$ cat config.mk
export PLATFORM = sky130hd
export DESIGN_NAME = xcs_unit
export DESIGN_NICKNAME = d
export VERILOG_FILES = /design/src/rtl/xcs_pkg.sv /design/src/rtl/xcs_region.sv /design/src/rtl/xcs_lanes.sv /design/src/rtl/xcs_waitctr.sv /design/src/rtl/xcs_unit.sv
export SDC_FILE = /design/constraint.sdc
export NUM_CORES = 1
export LEC_CHECK = 0
export ABC_AREA = 1
export BUFFER_PORTS_ARGS = -buffer_cell sky130_fd_sc_hd__buf_2
export CORE_ASPECT_RATIO = 0.7
export CORE_MARGIN = 8
export CORE_UTILIZATION = 50
export CTS_CLUSTER_SIZE = 24
export DETAILED_ROUTE_END_ITERATION = 10
export GPL_ROUTABILITY_DRIVEN = 0
export PLACE_DENSITY = 0.68
export SYNTH_ARGS = -nofsm -noshare
export SYNTH_HDL_FRONTEND = slang
export SYNTH_HIERARCHICAL = 1
export SYNTH_SLANG_ARGS = --single-unit
export TNS_END_PERCENT = 100
$ cat constraint.sdc
create_clock -name clk -period 2.6 [get_ports clk]
set_input_delay 0 -clock clk [delete_from_list [all_inputs] [get_ports clk]]
set_output_delay 0 -clock clk [all_outputs]
set_load 0.005 [all_outputs]
$ cat src/rtl/xcs_pkg.sv
package xcs_pkg;

   localparam int WS_W = 4;

   typedef enum logic [1:0] {
      PS_32  = 2'b00,
      PS_8   = 2'b01,
      PS_16A = 2'b10,
      PS_16B = 2'b11
   } psize_e;

   typedef enum logic [1:0] {
      SZ_LONG = 2'b00,
      SZ_BYTE = 2'b01,
      SZ_WORD = 2'b10,
      SZ_RSVD = 2'b11
   } tsize_e;

   typedef enum logic [1:0] {
      RK_BASE = 2'b00,
      RK_MASK = 2'b01,
      RK_CTRL = 2'b10,
      RK_NONE = 2'b11
   } rkind_e;

   // control word, LSB first: psize, bem, int_term, waits, wprot, valid
   typedef struct packed {
      logic            valid;
      logic            wprot;
      logic [WS_W-1:0] waits;
      logic            int_term;
      logic            bem;
      logic [1:0]      psize;
   } rctl_t;

   localparam int CTL_W = $bits(rctl_t);

endpackage

$ cat src/rtl/xcs_region.sv
module xcs_region
   import xcs_pkg::*;
#(
   parameter int AW      = 32,
   parameter int HIW     = 16,
   parameter bit IS_BOOT = 1'b0
) (
   input  logic           clk,
   input  logic           rst_n,
   input  logic           wr_en,
   input  logic [1:0]     wr_kind,
   input  logic [AW-1:0]  wr_data,
   input  logic           boot_ld,
   input  logic [1:0]     boot_ps,
   input  logic [HIW-1:0] addr_hi,
   output logic           hit,
   output rctl_t          ctl
);

   localparam rctl_t BOOT_CTL = '{valid: 1'b1, wprot: 1'b0, waits: '1,
                                  int_term: 1'b1, bem: 1'b1, psize: 2'b00};
   localparam rctl_t RST_CTL  = IS_BOOT ? BOOT_CTL : '0;
   localparam logic [HIW-1:0] RST_MASK = IS_BOOT ? '1 : '0;

   logic [HIW-1:0] base_q;
   logic [HIW-1:0] mask_q;
   rctl_t          ctl_q;
   logic           unused_wd;

   generate
      if (CTL_W > AW - HIW) begin : g_bad_layout
         $error("xcs_region: control word overlaps the base/mask field");
      end
   endgenerate

   always_ff @(posedge clk or negedge rst_n) begin
      if (!rst_n) begin
         base_q <= '0;
         mask_q <= RST_MASK;
         ctl_q  <= RST_CTL;
      end else begin
         if (wr_en) begin
            case (rkind_e'(wr_kind))
               RK_BASE: base_q <= wr_data[AW-1 -: HIW];
               RK_MASK: mask_q <= wr_data[AW-1 -: HIW];
               RK_CTRL: ctl_q  <= rctl_t'(wr_data[CTL_W-1:0]);
               default: ;
            endcase
         end
         if (IS_BOOT && boot_ld) ctl_q.psize <= boot_ps;
      end
   end

   assign hit       = ctl_q.valid && (((addr_hi ^ base_q) & ~mask_q) == '0);
   assign ctl       = ctl_q;
   assign unused_wd = ^wr_data[AW-HIW-1:CTL_W];

endmodule

$ cat src/rtl/xcs_lanes.sv
module xcs_lanes
   import xcs_pkg::*;
(
   input  logic [1:0] siz,
   input  logic [1:0] a_lo,
   input  logic [1:0] psize,
   output logic [3:0] lanes
);

   always_comb begin
      lanes = 4'b0000;
      case (psize_e'(psize))
         PS_8: lanes = 4'b1000;
         PS_16A, PS_16B: begin
            if (tsize_e'(siz) == SZ_BYTE) lanes = a_lo[0] ? 4'b0100 : 4'b1000;
            else                          lanes = 4'b1100;
         end
         default: begin
            case (tsize_e'(siz))
               SZ_BYTE: lanes = 4'b1000 >> a_lo;
               SZ_WORD: lanes = a_lo[1] ? 4'b0011 : 4'b1100;
               default: lanes = 4'b1111;
            endcase
         end
      endcase
   end

endmodule

$ cat src/rtl/xcs_waitctr.sv
module xcs_waitctr #(
   parameter int WS_W = 4
) (
   input  logic            clk,
   input  logic            rst_n,
   input  logic            load,
   input  logic [WS_W-1:0] load_val,
   input  logic            run,
   output logic            zero
);

   logic [WS_W-1:0] cnt_q;

   generate
      if (WS_W < 1 || WS_W > 16) begin : g_bad_ws
         $error("xcs_waitctr: WS_W out of range");
      end
   endgenerate

   always_ff @(posedge clk or negedge rst_n) begin
      if (!rst_n)                      cnt_q <= '0;
      else if (load)                   cnt_q <= load_val;
      else if (run && cnt_q != '0)     cnt_q <= cnt_q - WS_W'(1);
   end

   assign zero = (cnt_q == '0);


   dec_step_chk: assert property (@(posedge clk) disable iff (!rst_n)
      (run && !load && cnt_q != '0) |=> (cnt_q == $past(cnt_q) - WS_W'(1)));

endmodule

$ cat src/rtl/xcs_unit.sv
module xcs_unit
   import xcs_pkg::*;
#(
   parameter int NREG = 7,
   parameter int AW   = 32,
   parameter int HIW  = 16,
   parameter int SELW = (NREG > 1) ? $clog2(NREG) : 1
) (
   input  logic            clk,
   input  logic            rst_n,
   input  logic            rst_out_n,
   input  logic            boot_cfg,
   input  logic [1:0]      boot_d,
   input  logic            reg_we,
   input  logic [SELW-1:0] reg_sel,
   input  logic [1:0]      reg_kind,
   input  logic [AW-1:0]   reg_wdata,
   input  logic            cyc_start,
   input  logic [AW-1:0]   cyc_addr,
   input  logic            cyc_rd,
   input  logic [1:0]      cyc_siz,
   input  logic            ext_ta_n,
   output logic [NREG-1:0] cs_n,
   output logic            oe_n,
   output logic [3:0]      bs_n,
   output logic            int_ta,
   output logic            wp_err
);

   localparam int LANES = 4;

   generate
      if (NREG < 1 || NREG > 8) begin : g_bad_nreg
         $error("xcs_unit: NREG must be 1..8");
      end
      if (HIW < 1 || HIW >= AW) begin : g_bad_hiw
         $error("xcs_unit: HIW must be below AW");
      end
   endgenerate

   // boot port-size capture on rising reset-out
   logic rso_q;
   logic boot_ld;

   always_ff @(posedge clk or negedge rst_n) begin
      if (!rst_n) rso_q <= 1'b1;
      else        rso_q <= rst_out_n;
   end
   assign boot_ld = !rso_q && rst_out_n && boot_cfg;

   // region array
   logic [NREG-1:0] hit;
   rctl_t           ctl_arr [NREG];

   for (genvar g = 0; g < NREG; g++) begin : g_reg
      xcs_region #(.AW(AW), .HIW(HIW), .IS_BOOT(g == 0)) i_region (
         .clk     (clk),
         .rst_n   (rst_n),
         .wr_en   (reg_we && (reg_sel == SELW'(g))),
         .wr_kind (reg_kind),
         .wr_data (reg_wdata),
         .boot_ld (boot_ld),
         .boot_ps (boot_d),
         .addr_hi (cyc_addr[AW-1 -: HIW]),
         .hit     (hit[g]),
         .ctl     (ctl_arr[g])
      );
   end

   // lowest index wins
   logic            any_hit;
   logic [NREG-1:0] sel_oh;
   rctl_t           sel_ctl;

   always_comb begin
      any_hit = 1'b0;
      sel_oh  = '0;
      sel_ctl = '0;
      for (int i = NREG - 1; i >= 0; i--) begin
         if (hit[i]) begin
            any_hit   = 1'b1;
            sel_oh    = '0;
            sel_oh[i] = 1'b1;
            sel_ctl   = ctl_arr[i];
         end
      end
   end

   // cycle state
   logic            active_q;
   logic [NREG-1:0] csv_q;
   logic            rd_q;
   logic [1:0]      siz_q;
   logic [1:0]      alo_q;
   logic [1:0]      ps_q;
   logic            bem_q;
   logic            iterm_q;
   logic            err_q;
   logic            start_ok;
   logic            blocked;
   logic            wait_zero;
   logic            end_now;

   assign start_ok = cyc_start && !active_q;
   assign blocked  = any_hit && sel_ctl.wprot && !cyc_rd;
   assign end_now  = iterm_q ? wait_zero : !ext_ta_n;

   always_ff @(posedge clk or negedge rst_n) begin
      if (!rst_n) begin
         active_q <= 1'b0;
         csv_q    <= '0;
         rd_q     <= 1'b0;
         siz_q    <= '0;
         alo_q    <= '0;
         ps_q     <= '0;
         bem_q    <= 1'b0;
         iterm_q  <= 1'b0;
         err_q    <= 1'b0;
      end else if (start_ok) begin
         active_q <= any_hit && !blocked;
         csv_q    <= blocked ? '0 : sel_oh;
         rd_q     <= cyc_rd;
         siz_q    <= cyc_siz;
         alo_q    <= cyc_addr[1:0];
         ps_q     <= sel_ctl.psize;
         bem_q    <= sel_ctl.bem;
         iterm_q  <= sel_ctl.int_term;
         err_q    <= blocked;
      end else begin
         err_q <= 1'b0;
         if (active_q && end_now) begin
            active_q <= 1'b0;
            csv_q    <= '0;
         end
      end
   end

   xcs_waitctr #(.WS_W(WS_W)) i_wait (
      .clk      (clk),
      .rst_n    (rst_n),
      .load     (start_ok),
      .load_val (sel_ctl.waits),
      .run      (active_q),
      .zero     (wait_zero)
   );

   // output enable on the falling edge
   logic oe_q;
   always_ff @(negedge clk or negedge rst_n) begin
      if (!rst_n) oe_q <= 1'b1;
      else        oe_q <= !(active_q && rd_q);
   end

   logic [LANES-1:0] lanes;
   xcs_lanes i_lanes (
      .siz   (siz_q),
      .a_lo  (alo_q),
      .psize (ps_q),
      .lanes (lanes)
   );

   assign cs_n   = ~csv_q;
   assign oe_n   = oe_q;
   assign bs_n   = (active_q && (!rd_q || bem_q)) ? ~lanes : '1;
   assign int_ta = active_q && iterm_q && wait_zero;
   assign wp_err = err_q;

   logic unused_top;
   assign unused_top = ^{cyc_addr[AW-HIW-1:2], sel_ctl.valid};


   cs_onehot_chk: assert property (@(posedge clk) disable iff (!rst_n)
      $onehot0(~cs_n));


   oe_with_cs_chk: assert property (@(posedge clk) disable iff (!rst_n)
      !oe_n |-> (cs_n != '1));


   bs_idle_chk: assert property (@(posedge clk) disable iff (!rst_n)
      (cs_n == '1) |-> (bs_n == 4'hF));


   wp_no_cs_chk: assert property (@(posedge clk) disable iff (!rst_n)
      wp_err |-> (cs_n == '1));


   ack_single_chk: assert property (@(posedge clk) disable iff (!rst_n)
      int_ta |=> !int_ta);

endmodule

==> results.yml, run 1 <==
cts:
  cts.sinks: 318
  clock_path_buffers: 3
  clock_latency_ns: 0.56
  path_clk_slew_ns: 0.06
  tritoncts: "yes"
  root_buffer: "clkbuf_16"
  htreeDepth: 2
  numCtsBuffers: 35
critical_path:
  critPathMaxFanout: 1
  slowest_stage: "dfstp_2"
  r2r.worst_path.cells: 15
  cpPeakStageDelay_ns: 0.50
  r2r-start: "g_reg[4].i_region/base_q[9]"
  endpoint: "oe_n"
  crit_type: "flop to primary output"
  critPathBufInv: 1
  critPathLaunchType: "flop"
  crit_cells: 1
  cp-end-kind: "primary output"
  required_ns: 2.60
  cp_cell_sequence: "buf_2"
  critPathTopFamily: "flip-flops"
  rrSetupSlack_ns: 0.15
  critPathLaunch: "oe_n"
  worst_ep_arrival_time_ns: 2.46
  worstReg2RegEnd: "ps_q[0]"
min_path:
  hold_depth: 6
  hold_path_class: "input port to flop"
synth:
  synthFlopType: "dfrtp_1"
  syn_area_um2: 15700
  synth_seq_cells: 318
  async_flop_share_pct: 100
  syn_nets: 2056
  synth_cell_types: 41
  postSynthCellCount: 1971
  ys_seq_area_share_pct: 50.9
  synth_area_per_cell_um2: 7.97
  synth_edf_count: 0
  yosysWarnings: 6
status:
  status: "completed"
power:
  ir_drop_mv: 0.660
  swShare_pct: 27.6
  p_int_mw: 9.78
  clkPwrFrac_pct: 37.1
  pwr_density_cell_nw_per_um2: 741
  p_sw_mw: 3.73
  p_comb_share_pct: 15.6
  leakage_nw: 9.66
  seqPwrFrac_pct: 47.4
die:
  die_x_um: 228
  die_area_um2: 37400
  ios: 95
  start_util_pct: 50.6
  fp.dieH_um: 164
  fp-row-count: 54
  core_area_um2: 31000
timing:
  worst_slew_pin_slew_ns: 1.08
  clock.fmax_mhz: 408
  rsz0062_at_grt: "false"
  report.final.slew_viol_count: 0
  slew_headroom_pct: 28.1
  period_needed_ns: 2.46
  fin_tns_setup_ns: 0
  report.final.hold_viol_count: 0
  period_share_pct: 94.6
  holdWs_ns: 0.0141
  skew_ns: 0.0590
  finalSetupViolations: 0
layout:
  mostFrequentLayoutCells: "nand2_1 (584), inv_1 (363), dfrtp_1 (293)"
  area_growth_pct: 16.1
  drive_gt1_share_pct: 14.1
  finish.net_count: 2194
  final_common_cell: "nand2_1"
route:
  drc: 0
  avgRoutedWirePerCell_um: 15.9
  ant_nets: 0
  routed_via_density: 5.09
  drt-pass1-iter-count: 5
  wirelength_um: 40800
  route.vias.total: 13011
  drt-initial-drc-count: 1107
global_route:
  grt_overflow: 0
  grt_pass1_vias: 12422
  grtUsageTotal_pct: 22.1
  antenna_found_initial: 5
  grt_pass1_wl_um: 66200
  grt_max_degree: 169
placement:
  port_buffers: 74
  dp.final_hpwl_um: 27700
run:
  drv_cap: 0
-- state kept, by name, indices dropped and copies added, names as in the netlist, 2 cells and up --
name / count
alo_q: 2
g.i_region/base_q: 112
csv_q: 7
g.i_region/mask_q: 112
siz_q: 2
i_wait/cnt_q: 4
ps_q: 2
g.i_region/ctl: 70
-- cell families after synthesis --
kind of cell	Yosys count	share of synthesized area, %
AO/OA/AOI/OAI	319	10.7
XOR/XNOR	6	0.335
adder cells (fa/ha/maj)	4	0.319
buffers and inverters	425	10.9
flip-flops	318	50.9
multiplexers	60	4.30
AND/OR/NAND/NOR	839	22.6
-- per-stage QoR --
stage                     instances  setup slack (ns)  power, mW  utilization [%]  instance area [µm²]
final                          2556             0.140       13.5             58.8                18200
after global routing           2555          0.000363       14.3             58.8                18200
after CTS                      2554             0.100       13.6             58.6                18200
after detailed placement       2448             0.143       8.50             53.5                16600
after global placement         2448             0.175       8.37             53.5                16600
after floorplan                1971             0.617       7.77                -                15700
-- metal layers --
metal	vias to the layer above	track usage, %	routed length (µm)
met5	-	0	47
met4	8	6.35	1020
met3	78	5.02	3230
met2	391	33.6	17200
met1	6156	31.4	19200
li1	6378	-	-
-- worst min-delay path by stage --
stage	startpoint	endpoint
finish	cyc_start	siz_q[1]
global route	cyc_start	rd_q
CTS	cyc_start	siz_q[1]
detailed placement	rst_n	g_reg[6].i_region/mask_q[4]
global placement	rst_n	g_reg[6].i_region/mask_q[4]
floorplan	rst_n	active_q
-- cell type report --
cell class / instances / area [µm²]
inverters: 373 / 1410
well taps: 420 / 526
flip-flops and latches: 318 / 7990
multi-input cells: 1228 / 6040
repair buffers: 152 / 1090
diodes: 1 / 2.50
fillers: 2756 / 12800
clock buffers: 49 / 1040
clock inverters: 15 / 128
-- cell usage after synthesis (3+ instances only) --
cell | number | share of area (%)
nand2_1 | 584 | 14
inv_1 | 363 | 8.7
dfrtp_1 | 293 | 47
o21ai_0 | 246 | 7.8
nor2_1 | 96 | 2.3
nand3_1 | 87 | 2.8
mux2_2 | 60 | 4.3
a21oi_1 | 32 | 1.0
buf_2 | 30 | 0.96
dfstp_2 | 25 | 4.2
nand3b_1 | 23 | 1.1
clkbuf_2 | 13 | 0.41
or2_0 | 13 | 0.52
o21bai_1 | 12 | 0.57
nand3_2 | 11 | 0.70
o21ai_1 | 9 | 0.29
nor3_1 | 8 | 0.25
inv_2 | 7 | 0.17
nand2_2 | 6 | 0.24
o21a_1 | 6 | 0.29
xnor2_1 | 6 | 0.33
a21o_1 | 4 | 0.19
a221oi_1 | 4 | 0.22
buf_4 | 4 | 0.19
buf_6 | 4 | 0.29
ha_1 | 4 | 0.32
nand2_4 | 3 | 0.22
-- power groups by stage --
| stage | logic [mW] | registers, mW | clock network [mW] |
|---|---|---|---|
| after floorplan | 1.44 | 6.33 | 0.00481 |
| after global placement | 1.95 | 6.42 | 0.00481 |
| after detailed placement | 2.03 | 6.47 | 0.00481 |
| after CTS | 2.10 | 6.39 | 5.13 |
| after global routing | 2.45 | 6.51 | 5.35 |
| final | 2.10 | 6.40 | 5.01 |
-- timing repair --
| item | in CTS | in global routing |
|---|---|---|
| endpoints found under the setup margin | 0 | 6 |
| resized for setup | 0 | 13 |
| endpoints found under the hold margin | 599 | 0 |
| buffers inserted | 0 | 1 |
| hold buffers | 43 | 0 |
Power figures use the tool's default switching activity.
==> run 2, diff against run 1 <==
Settings changed: CELL_PAD_IN_SITES_DETAIL_PLACEMENT set to 0, CELL_PAD_IN_SITES_GLOBAL_PLACEMENT set to 1, CORE_UTILIZATION 50 to 46, PLACE_DENSITY 0.68 to unset, PLACE_DENSITY_LB_ADDON set to 0.1.
==> run 2 against run 1 <==
Net effect:
- die area rose by 8.0%
- worst setup slack got worse by 0.020 ns
- clock power barely moved
- highest routed layer unchanged
- clock skew fell by 0.0037 ns
- largest power group unchanged
- global-route usage fell by 1.2 points
- via count fell by 3.5%
- design area fell by 0.37%
- first-iteration DRC count fell by 15%
- count of clock-buffer cells in the layout rose by 6
- sequential share of layout area rose by 0.16 points
- final cell count rose by 0.31%
- wire length rose by 2.6%
==> results.yml, run 2 (same netlist as run 1, synthesis figures left out) <==
status:
  status: "completed"
die:
  fp-row-count: 56
  die_area_um2: 40400
  fp.dieH_um: 171
  ios: 95
  start_util_pct: 46.8
  core_area_um2: 33600
  die_x_um: 237
critical_path:
  critPathMaxFanout: 1
  required_ns: 2.60
  worst_ep_arrival_time_ns: 2.48
  critPathTopFamily: "flip-flops"
  slowest_stage: "dfstp_2"
  critPathBufInv: 1
  rrSetupSlack_ns: 0.22
  cp_cell_sequence: "buf_2"
  r2r-start: "g_reg[4].i_region/base_q[9]"
  cp-end-kind: "primary output"
  r2r.worst_path.cells: 15
  critPathLaunchType: "flop"
  crit_type: "flop to primary output"
  worstReg2RegEnd: "iterm_q"
  cpPeakStageDelay_ns: 0.50
timing:
  report.final.slew_viol_count: 0
  skew_ns: 0.0553
  slew_headroom_pct: 39.0
  worst_slew_pin_slew_ns: 0.915
  holdWs_ns: 0.0262
  finalSetupViolations: 0
  fin_ws_ns: 0.120
  report.final.hold_viol_count: 0
  rsz0062_at_grt: "true"
  fin_tns_setup_ns: 0
route:
  drc: 0
  ant_nets: 0
  wirelength_um: 41800
  route.vias.total: 12555
  drt-pass1-iter-count: 7
  drt-initial-drc-count: 936
  avgRoutedWirePerCell_um: 16.3
  routed_via_density: 4.90
layout:
  mostFrequentLayoutCells: "nand2_1 (584), inv_1 (363), dfrtp_1 (293)"
  drive_gt1_share_pct: 13.1
  final_cell_count_no_fill: 2564
  final_util_pct: 54.1
  fin_area_um2: 18200
  final_common_cell: "nand2_1"
  finish.net_count: 2186
  area_growth_pct: 15.6
global_route:
  antenna_found_initial: 2
  grt_pass1_vias: 11854
  grt_pass1_wl_um: 67000
  grtUsageTotal_pct: 20.9
  grt_max_degree: 167
  grt_overflow: 0
run:
  drv_cap: 0
min_path:
  hold_depth: 6
  holdPathEnd: "siz_q[1]"
  hold_path_class: "input port to flop"
  min_from: "cyc_start"
placement:
  placed_cell_area_um2: 16600
  port_buffers: 74
  pre_cts_ws_ns: 0.234
  dp.final_hpwl_um: 29100
  dp.cells: 2459
cts:
  tritoncts: "yes"
  path_clk_slew_ns: 0.06
  root_buffer: "clkbuf_16"
  numCtsBuffers: 34
  cts.sinks: 318
  clock_latency_ns: 0.57
  clock_path_buffers: 3
  htreeDepth: 2
power:
  finalPower_mw: 13.5
  ir_drop_mv: 0.467
  pwr_density_cell_nw_per_um2: 744
  leakage_nw: 9.62
[run 2: worst max path at each step]
stage,cells past startpoint,from,slack [ns],to
6_report,1,oe_n,0.12,oe_n
5_1_grt,17,g_reg[6].i_region/base_q[7],-0.04,i_wait/cnt_q[3]
4_1_cts,1,oe_n,0.09,oe_n
3_5_place_dp,15,g_reg[4].i_region/base_q[9],0.23,iterm_q
3_3_place_gp,17,g_reg[6].i_region/base_q[9],0.22,i_wait/cnt_q[3]
2_1_floorplan,15,g_reg[4].i_region/base_q[9],0.62,i_wait/cnt_q[0]
[run 2: power by group]
group | internal [mW] | switching (mW) | total [mW]
registers | 5.87 | 0.522 | 6.39
logic | 0.904 | 1.17 | 2.08
clock network | 3.07 | 1.96 | 5.03
[run 2: cell type report]
cell class              count  area [µm²]
flip-flops and latches    318        7990
fillers                  3139       15400
diodes                      3        7.51
clock inverters             7         109
repair buffers            145        1030
well taps                 435         544
multi-input cells        1228        6010
inverters                 373        1410
clock buffers              55        1050
[run 2: repair_timing]
| action | 4_1_cts | 5_1_grt |
|---|---|---|
| resized for setup | 0 | 2 |
| endpoints found under the setup margin | 0 | 3 |
| setup buffers | 0 | 0 |
| hold buffers | 41 | 0 |
| hold endpoints to repair | 597 | 0 |
[run 2: layer usage]
layer,global-route usage [%],part of all wire (%)
met4,4.29,1.6
met3,3.46,5.1
met1,32.1,53
met2,30.6,41
met5,0,0.019
